## config.mk

```make
export PLATFORM = sky130hd
export DESIGN_NAME = strobe_regfile_slave
export DESIGN_NICKNAME = d
export VERILOG_FILES = /design/src/rtl/srs_pkg.sv /design/src/rtl/srs_sync.sv /design/src/rtl/srs_frame.sv /design/src/rtl/srs_regbank.sv /design/src/rtl/srs_readout.sv /design/src/rtl/strobe_regfile_slave.sv
export SDC_FILE = /design/constraint.sdc
export NUM_CORES = 1
export LEC_CHECK = 0
export ABC_AREA = 1
export BUFFER_PORTS_ARGS = -buffer_cell sky130_fd_sc_hd__buf_2
export CORE_ASPECT_RATIO = 1.1
export CORE_UTILIZATION = 55
export DETAILED_ROUTE_END_ITERATION = 7
export GPL_TIMING_DRIVEN = 0
export PLACE_DENSITY = 0.84
export SLEW_MARGIN = 20
export SYNTH_ARGS = -nofsm -noshare
export SYNTH_HDL_FRONTEND = slang
export SYNTH_HIERARCHICAL = 1
export SYNTH_SLANG_ARGS = --single-unit
```

## constraint.sdc

```tcl
create_clock -name clk -period 2.1 [get_ports clk]
set_input_delay 0 -clock clk [delete_from_list [all_inputs] [get_ports clk]]
set_output_delay 0 -clock clk [all_outputs]
set_load 0.1 [all_outputs]
```

## src/rtl/srs_pkg.sv

```systemverilog
package srs_pkg;
  localparam int ADDR_W = 8;
  localparam logic [ADDR_W-1:0] ADR_MODE = 8'h00;
  localparam logic [ADDR_W-1:0] ADR_MUX  = 8'h02;
  localparam logic [ADDR_W-1:0] ADR_SW   = 8'h08;
  localparam logic [ADDR_W-1:0] ADR_RSTC = 8'h80;
  localparam logic [ADDR_W-1:0] ADR_VER  = 8'hFF;

  typedef enum logic [2:0] {
    SEL_NONE, SEL_MODE, SEL_MUX, SEL_SW, SEL_RSTC, SEL_VER
  } reg_sel_e;

  function automatic reg_sel_e decode_addr(input logic [ADDR_W-1:0] a);
    case (a)
      ADR_MODE: return SEL_MODE;
      ADR_MUX:  return SEL_MUX;
      ADR_SW:   return SEL_SW;
      ADR_RSTC: return SEL_RSTC;
      ADR_VER:  return SEL_VER;
      default:  return SEL_NONE;
    endcase
  endfunction

  function automatic logic is_writable(input reg_sel_e s);
    return (s == SEL_MODE) || (s == SEL_MUX) || (s == SEL_RSTC);
  endfunction
endpackage

```

## src/rtl/srs_sync.sv

```systemverilog
module srs_sync #(
  parameter int WIDTH = 1,
  parameter int STAGES = 2,
  parameter logic [WIDTH-1:0] RESET_VAL = '0
) (
  input  logic             clk,
  input  logic             rst_n,
  input  logic [WIDTH-1:0] d,
  output logic [WIDTH-1:0] q
);
  logic [WIDTH-1:0] stage_q [STAGES];

  for (genvar s = 0; s < STAGES; s++) begin : g_stage
    always_ff @(posedge clk) begin
      if (!rst_n) stage_q[s] <= RESET_VAL;
      else if (s == 0) stage_q[s] <= d;
      else stage_q[s] <= stage_q[(s == 0) ? 0 : s-1];
    end
  end

  assign q = stage_q[STAGES-1];
endmodule

```

## src/rtl/srs_frame.sv

```systemverilog
module srs_frame #(
  parameter int DATA_W = 32,
  parameter int ADDR_W = 8
) (
  input  logic              clk,
  input  logic              rst_n,
  input  logic              sck_s,
  input  logic              din_s,
  input  logic              stb_n_s,
  output logic              sck_rise,
  output logic              sck_fall,
  output logic              wr_evt,
  output logic              rd_evt,
  output logic [ADDR_W-1:0] frm_addr,
  output logic [DATA_W-1:0] frm_data
);
  localparam int FRAME_W = DATA_W + ADDR_W;

  logic               sck_prev;
  logic [FRAME_W-1:0] shift_q;
  logic               strobed;

  always_ff @(posedge clk) begin
    if (!rst_n) sck_prev <= 1'b0;
    else sck_prev <= sck_s;
  end

  assign sck_rise = sck_s & ~sck_prev;
  assign sck_fall = ~sck_s & sck_prev;
  assign strobed  = sck_rise & ~stb_n_s;

  // Only the direction bit is strobed; it is not shifted in.
  always_ff @(posedge clk) begin
    if (!rst_n) shift_q <= '0;
    else if (sck_rise && stb_n_s) shift_q <= {shift_q[FRAME_W-2:0], din_s};
  end

  assign frm_addr = shift_q[ADDR_W-1:0];
  assign frm_data = shift_q[FRAME_W-1:ADDR_W];
  assign wr_evt   = strobed & din_s;
  assign rd_evt   = strobed & ~din_s;
endmodule

```

## src/rtl/srs_regbank.sv

```systemverilog
module srs_regbank
  import srs_pkg::*;
#(
  parameter int DATA_W = 32,
  parameter logic [DATA_W-1:0] VERSION = '0
) (
  input  logic              clk,
  input  logic              rst_n,
  input  logic              wr_evt,
  input  logic [ADDR_W-1:0] frm_addr,
  input  logic [DATA_W-1:0] frm_data,
  input  logic [DATA_W-1:0] switch_in,
  output logic [DATA_W-1:0] rd_word,
  output logic [DATA_W-1:0] mode_q,
  output logic [DATA_W-1:0] mux_q,
  output logic [DATA_W-1:0] rstc_q
);
  reg_sel_e sel;
  logic     wr_ok;

  assign sel   = decode_addr(frm_addr);
  assign wr_ok = wr_evt && is_writable(sel);

  always_ff @(posedge clk) begin
    if (!rst_n) begin
      mode_q <= '0;
      mux_q  <= '0;
      rstc_q <= '0;
    end else if (wr_ok) begin
      case (sel)
        SEL_MODE: mode_q <= frm_data;
        SEL_MUX:  mux_q  <= frm_data;
        SEL_RSTC: rstc_q <= frm_data;
        default: ;
      endcase
    end
  end

  always_comb begin
    case (sel)
      SEL_MODE: rd_word = mode_q;
      SEL_MUX:  rd_word = mux_q;
      SEL_SW:   rd_word = switch_in;
      SEL_RSTC: rd_word = rstc_q;
      SEL_VER:  rd_word = VERSION;
      default:  rd_word = '0;
    endcase
  end
endmodule

```

## src/rtl/srs_readout.sv

```systemverilog
module srs_readout #(
  parameter int DATA_W = 32
) (
  input  logic              clk,
  input  logic              rst_n,
  input  logic              rd_evt,
  input  logic              sck_fall,
  input  logic [DATA_W-1:0] rd_word,
  output logic              ser_dout
);
  logic [DATA_W-1:0] out_q;
  logic              hold_q;

  // hold_q keeps the MSB through the falling edge of the strobed clock.
  always_ff @(posedge clk) begin
    if (!rst_n) begin
      out_q  <= '0;
      hold_q <= 1'b0;
    end else if (rd_evt) begin
      out_q  <= rd_word;
      hold_q <= 1'b1;
    end else if (sck_fall) begin
      if (hold_q) hold_q <= 1'b0;
      else out_q <= {out_q[DATA_W-2:0], 1'b0};
    end
  end

  assign ser_dout = out_q[DATA_W-1];
endmodule

```

## src/rtl/strobe_regfile_slave.sv

```systemverilog
module strobe_regfile_slave
  import srs_pkg::*;
#(
  parameter int DATA_W = 32,
  parameter int SYNC_STAGES = 2,
  parameter logic [DATA_W-1:0] VERSION = 32'h5A17_0103
) (
  input  logic              clk,
  input  logic              rst_n,
  input  logic              ser_clk,
  input  logic              ser_din,
  input  logic              ser_strobe_n,
  output logic              ser_dout,
  input  logic [DATA_W-1:0] switch_in,
  output logic              sys_reset_req
);
  logic              sck_s, din_s, stb_n_s;
  logic              sck_rise, sck_fall, wr_evt, rd_evt;
  logic [ADDR_W-1:0] frm_addr;
  logic [DATA_W-1:0] frm_data, rd_word, mode_q, mux_q, rstc_q;

  srs_sync #(.WIDTH(3), .STAGES(SYNC_STAGES), .RESET_VAL(3'b100)) u_sync (
    .clk(clk), .rst_n(rst_n),
    .d({ser_strobe_n, ser_din, ser_clk}),
    .q({stb_n_s, din_s, sck_s})
  );

  srs_frame #(.DATA_W(DATA_W), .ADDR_W(ADDR_W)) u_frame (
    .clk(clk), .rst_n(rst_n), .sck_s(sck_s), .din_s(din_s), .stb_n_s(stb_n_s),
    .sck_rise(sck_rise), .sck_fall(sck_fall), .wr_evt(wr_evt), .rd_evt(rd_evt),
    .frm_addr(frm_addr), .frm_data(frm_data)
  );

  srs_regbank #(.DATA_W(DATA_W), .VERSION(VERSION)) u_regs (
    .clk(clk), .rst_n(rst_n), .wr_evt(wr_evt), .frm_addr(frm_addr),
    .frm_data(frm_data), .switch_in(switch_in), .rd_word(rd_word),
    .mode_q(mode_q), .mux_q(mux_q), .rstc_q(rstc_q)
  );

  srs_readout #(.DATA_W(DATA_W)) u_out (
    .clk(clk), .rst_n(rst_n), .rd_evt(rd_evt), .sck_fall(sck_fall),
    .rd_word(rd_word), .ser_dout(ser_dout)
  );

  assign sys_reset_req = rstc_q[0];
endmodule

```

Yosys cells after proc, flatten, opt, wreduce, memory -nomap -nowiden
Memory sizes are Yosys's and may differ from the RTL's.
Index checks and enable logic that the tools add are counted.
{"block": "totals", "ff_bits": 170, "mem_bits_rw": 6, "inputBits": 37, "output_inout_bits": 2, "memories": 1}
{"memory": "u_sync.stage_q", "depth": 2, "word_bits": 3, "rd": 2, "rd_clocked_by_memory_dff": 0, "wr": 2, "line_no": "srs_sync.sv:11", "text": "logic [WIDTH-1:0] stage_q [STAGES];"}
{"block": "op_classes", "n_eq_ne": 10, "n_mux": 11, "bitwise": 11, "n_reduce_logical": 10}
{"cell": "$pmux W32 S5", "count": 1}
{"cell": "$mux W32", "count": 3}
{"cell": "$eq A8 B8 Y1 const B", "count": 2}
{"cell": "$pmux W3 S5", "count": 1}
{"cell": "$eq A8 B2 Y1 const B", "count": 1}
{"cell": "$eq A8 B4 Y1 const B", "count": 1}
{"cell": "$logic_not A8 Y1", "count": 1}
{"cell": "$reduce_and A2 Y1", "count": 4}
{"cell": "$eq A3 B2 Y1 const B", "count": 2}
{"cell": "$eq A3 B3 Y1 const B", "count": 2}
{"cell": "$mux W3", "count": 2}
{"cell": "$and A1 B1 Y1", "count": 5}
{"cell": "$mux W1", "count": 4}
{"cell": "$not A1 Y1", "count": 4}
{"cell": "$eq A3 B1 Y1 const B", "count": 1}
{"cell": "$logic_and A1 B1 Y1", "count": 2}
{"cell": "$logic_or A1 B1 Y1", "count": 2}
{"cell": "$ne A2 B2 Y1 const B", "count": 1}
{"cell": "$or A1 B1 Y1", "count": 2}
{"cell": "$reduce_bool A2 Y1", "count": 1}

Depth between registers and ports, before layout
{"block": "depth", "ltp_word": 7, "depth_mapped": 12}

Hierarchy
The synthesis kept the hierarchy.
{"module": "srs_regbank", "instances": 1, "cells_each": 673, "area_each_um2": 4623.2, "seq_area_each_um2": 1921.8}
{"module": "srs_readout", "instances": 1, "cells_each": 249, "area_each_um2": 1813.0, "seq_area_each_um2": 660.6}
{"module": "srs_frame", "instances": 1, "cells_each": 266, "area_each_um2": 1716.6, "seq_area_each_um2": 820.8}
{"module": "srs_sync", "instances": 1, "cells_each": 18, "area_each_um2": 165.2, "seq_area_each_um2": 120.1}

Worst setup path after synthesis
OpenSTA, ideal clock, no wires.
{"block": "synth_timing", "path_type": "register to register", "from": "register u_frame.shift_q[3]", "to": "register u_out.out_q[31]", "arrival_ns": 1.474, "setup_slack_ns": 0.560, "path_stages_with_launch": 10, "path_buffers": 1, "path_cell_list": "dfxtp_1 -> inv_2 -> nor3_1 -> clkbuf_1 -> nand3_1 -> o2111ai_1 -> nand2_1 -> nand2_1 -> nand2_1 -> a21oi_2"}
{"block": "synth_between", "elab_chain_cells": 5, "elab_cells_between_ends": 13}
{"element": "start: declaration", "line_no": "srs_frame.sv:20", "text": "logic [FRAME_W-1:0] shift_q;"}
{"element": "start signal: assignment", "line_no": "srs_frame.sv:35", "text": "else if (sck_rise && stb_n_s) shift_q <= {shift_q[FRAME_W-2:0], din_s};"}
{"element": "$eq A8 B8 Y1 (tied with other cells)", "line_no": "srs_pkg.sv:14", "text": "case (a)"}
{"element": "$pmux W3 S5 *", "line_no": "srs_pkg.sv:14"}
{"element": "$eq A3 B3 Y1 (tied with other cells)", "line_no": "srs_regbank.sv:40", "text": "case (sel)"}
{"element": "$pmux W32 S5 *", "line_no": "srs_regbank.sv:40"}
{"element": "via rd_word[31]", "line_no": "strobe_regfile_slave.sv:20", "text": "logic [DATA_W-1:0] frm_data, rd_word, mode_q, mux_q, rstc_q;"}
{"element": "$mux W32 *", "line_no": "srs_readout.sv:19", "text": "end else if (rd_evt) begin"}
{"element": "end signal: assignment", "line_no": "srs_readout.sv:20", "text": "out_q <= rd_word;"}
{"element": "end signal: assignment", "line_no": "srs_readout.sv:24", "text": "else out_q <= {out_q[DATA_W-2:0], 1'b0};"}
{"element": "end: declaration", "line_no": "srs_readout.sv:11", "text": "logic [DATA_W-1:0] out_q;"}
The timed path passes the listed nets; every way through them passes the cells marked *.
A chain may end at the register's enable or synchronous reset.

Final worst setup path
{"block": "layout_timing", "from": "register u_frame.shift_q[4]", "to": "register u_out.out_q[26]"}
The elaborated chain is that of the path after synthesis.

==> out/metrics.cfg <==
[grt]
grt_pass1_vias=7521
grt_pass1_wl_um=36500
grt_max_degree=17
grt_usage_pct=30.2
grt_antenna_before_repair=0
grt-ovfl-total=0

[clocking]
postCtsSetupRepairBufs=0
clk_latency_ns=0.44
cts_num_sinks=176
htreeDepth=4
cts_root_buf=clkbuf_16
cts_tree=done
cts_buffers=17
cts_buffer_depth=2
clk_pin_slew_ns=0.06

[synth]
yosysTopAreaCell=dfxtp_1
syn-cell-area_um2=8320
yosysSeqAreaShare_pct=42.4
synth.top_cell.area_share_pct=42.4
synthCells=1206
synth_nets=1243
ys_ff_latch=176
synth_cell_types=28
syn_avg_cell_area_um2=6.90
synth_area_leaders=dfxtp_1 (42%), nand2_1 (15%), inv_1 (6.9%)
yosysWarnings=6

[pwr]
ir_drop_uv=566
power_density_nw_per_um2=767
p_total_mw=7.24
leakage_nw=4.27

[route]
drc=0
wl_um=22700
vias=8087
ant_nets=0
drt_iter0_drc=1134
drtPass1Iterations=8
wl_per_cell_um=15.4
vias_per_cell=5.48

[place]
dp_cells=1436
place_congestion=0.899
postPlaceCellArea_um2=8750
hpwl_um=15600
portBuffers=38

[critical_path]
rrSetupSlack_ns=0.09
cp.arrival_ns=2.37
r2r-start=u_frame/shift_q[4]
end_kind=flop
crit_end=u_out/out_q[26]
cp_top_family=simple AND/OR/NAND/NOR gates
critPathBufInv=2
cp_slowest_stage_delay_ns=0.50
rr_worst_depth=10
crit_cells=10
worstSetupPathType=flop to flop
r2r_end=u_out/out_q[26]
crit_path_start=u_frame/shift_q[4]
cp_slowest_cell=clkbuf_1
startpoint_type=flop
worstPathMaxFanout=10
critical_path_required_ns=2.46
critical_path.most_common_cell=nand2_1
crit_chain=inv_2 -> nand2_1 -> nor2_4 -> clkbuf_1 -> nand3_1 -> o2111ai_1 -> nand2_1 -> nand2_1 -> nand2_1 -> a21oi_1

[outcome]
status=complete, no violations

[cells_and_area]
num_antenna_cells=0
mostFrequentLayoutCell=nand2_1
nets=1307
layout_common_cells=nand2_1 (341), dfxtp_1 (176), inv_1 (152), nor2_1 (122), a21oi_1 (78)
final_cells=1475
drive_gt1_share_pct=14.0
final_cell_area_um2=9440
area_growth_syn_to_layout_pct=13.5

[floorplan]
die-area_um2=15600
coreArea_um2=14600
fp.dieH_um=131
rows=46
start_util_pct=56.9
io_pins=39
die_x_um=119

[timing]
tns_ns=0
skew_ns=0.00826
slew_headroom_pct=57.9
grt_setup_unrepaired=false
clock.fmax_mhz=498
period_minus_slack_ns=2.01
finalMaxSlewViolations=0
hold_viol=0
tightest_slew_ns=0.631
setup_viol=0
post-route-period-util_pct=95.7

[flow_run]
cap_violations=0

[min_path]
min_path_cells=7
worstHoldPathType=primary input to flop

==> Yosys cell counts, drive strengths merged <==
cell type	count
nand2	345
dfxtp	176
inv	162
nor2	125
a21oi	106
nand3	77
o21ai	74
buf	61
nand4	33
clkbuf	22
o2111ai	21
nor3	3
o21a	1
==> routing by layer <==
| layer | part of all wire (%) | wire (µm) | vias up | track usage (%) |
|---|---|---|---|---|
| met5 | 0 | 0 | - | 0 |
| met4 | 4.9 | 1110 | 0 | 17.4 |
| met3 | 9.4 | 2140 | 89 | 5.64 |
| met2 | 46 | 10400 | 429 | 51.0 |
| met1 | 40 | 9100 | 3629 | 36.5 |
| li1 | - | - | 3940 | - |
==> worst min path at each step <==
stage | from | to | slack, ns
after floorplan | rst_n | u_sync/stage_q[0][2] | 0.07
after global placement | ser_strobe_n | u_sync/stage_q[0][2] | 0.17
after detailed placement | ser_strobe_n | u_sync/stage_q[0][2] | 0.18
after CTS | switch_in[19] | u_out/out_q[19] | 0.08
after global routing | switch_in[9] | u_out/out_q[9] | 0.13
final | switch_in[19] | u_out/out_q[19] | 0.09
==> cell families (layout without fill, tap and decap cells) <==
family                 Yosys count  count (layout)  share of synthesized area [%]
buffers and inverters          245             322                           13.8
DFF                            176             176                           42.4
and+or+nand+nor                583             583                           29.5
AOI/OAI and AO/OA              202             202                           14.4
==> area by class of cell <==
type / count / area [µm²]
fillers: 1251 / 5180
multi-input cells: 785 / 3650
flip-flops and latches: 176 / 3520
inverters: 162 / 621
plain buffers: 83 / 546
clock buffers: 23 / 488
repair buffers: 45 / 260
well taps: 192 / 240
clock inverters: 9 / 106
==> state kept, by name (all words and copies together) (netlist names) <==
signal,flops
u_regs/rstc_q,32
u_out/hold_q,1
u_out/out_q,32
u_sync/stage_q,6
u_regs/mode_q,32
u_regs/mux_q,32
u_frame/sck_prev,1
u_frame/shift_q,40
==> worst reg2reg max path: cells and delay by family, from the launching register on <==
family | cells | cell delay [ns]
and+or+nand+nor | 6 | 0.77
buffers and inverters | 2 | 0.56
DFF | 1 | 0.33
AOI/OAI and AO/OA | 2 | 0.29
==> power by group <==
group          internal (mW)  leakage [nW]  switching [mW]
Clock                   1.87         0.285            1.30
Combinational          0.172          2.57           0.477
Sequential              3.38          1.42          0.0345
==> metrics by stage <==
| step | util, % | setup slack, ns | hold slack, ns |
|---|---|---|---|
| final | 64.6 | 0.0911 | 0.0884 |
| after global routing | 64.6 | 0.00154 | 0.132 |
| after CTS | 64.4 | 0.0646 | 0.0833 |
| after detailed placement | 59.8 | -0.103 | 0.177 |
| after global placement | 59.8 | -0.0697 | 0.169 |
| after floorplan | - | 0.560 | 0.0687 |
==> repair_timing <==
item	CTS	global route
endpoints found under the hold margin	6	0
hold buffers	7	0
gates resized for setup	2	17
pin swaps	0	1
setup endpoints to repair	12	82
No activity file was read; power rests on OpenSTA's default activity.
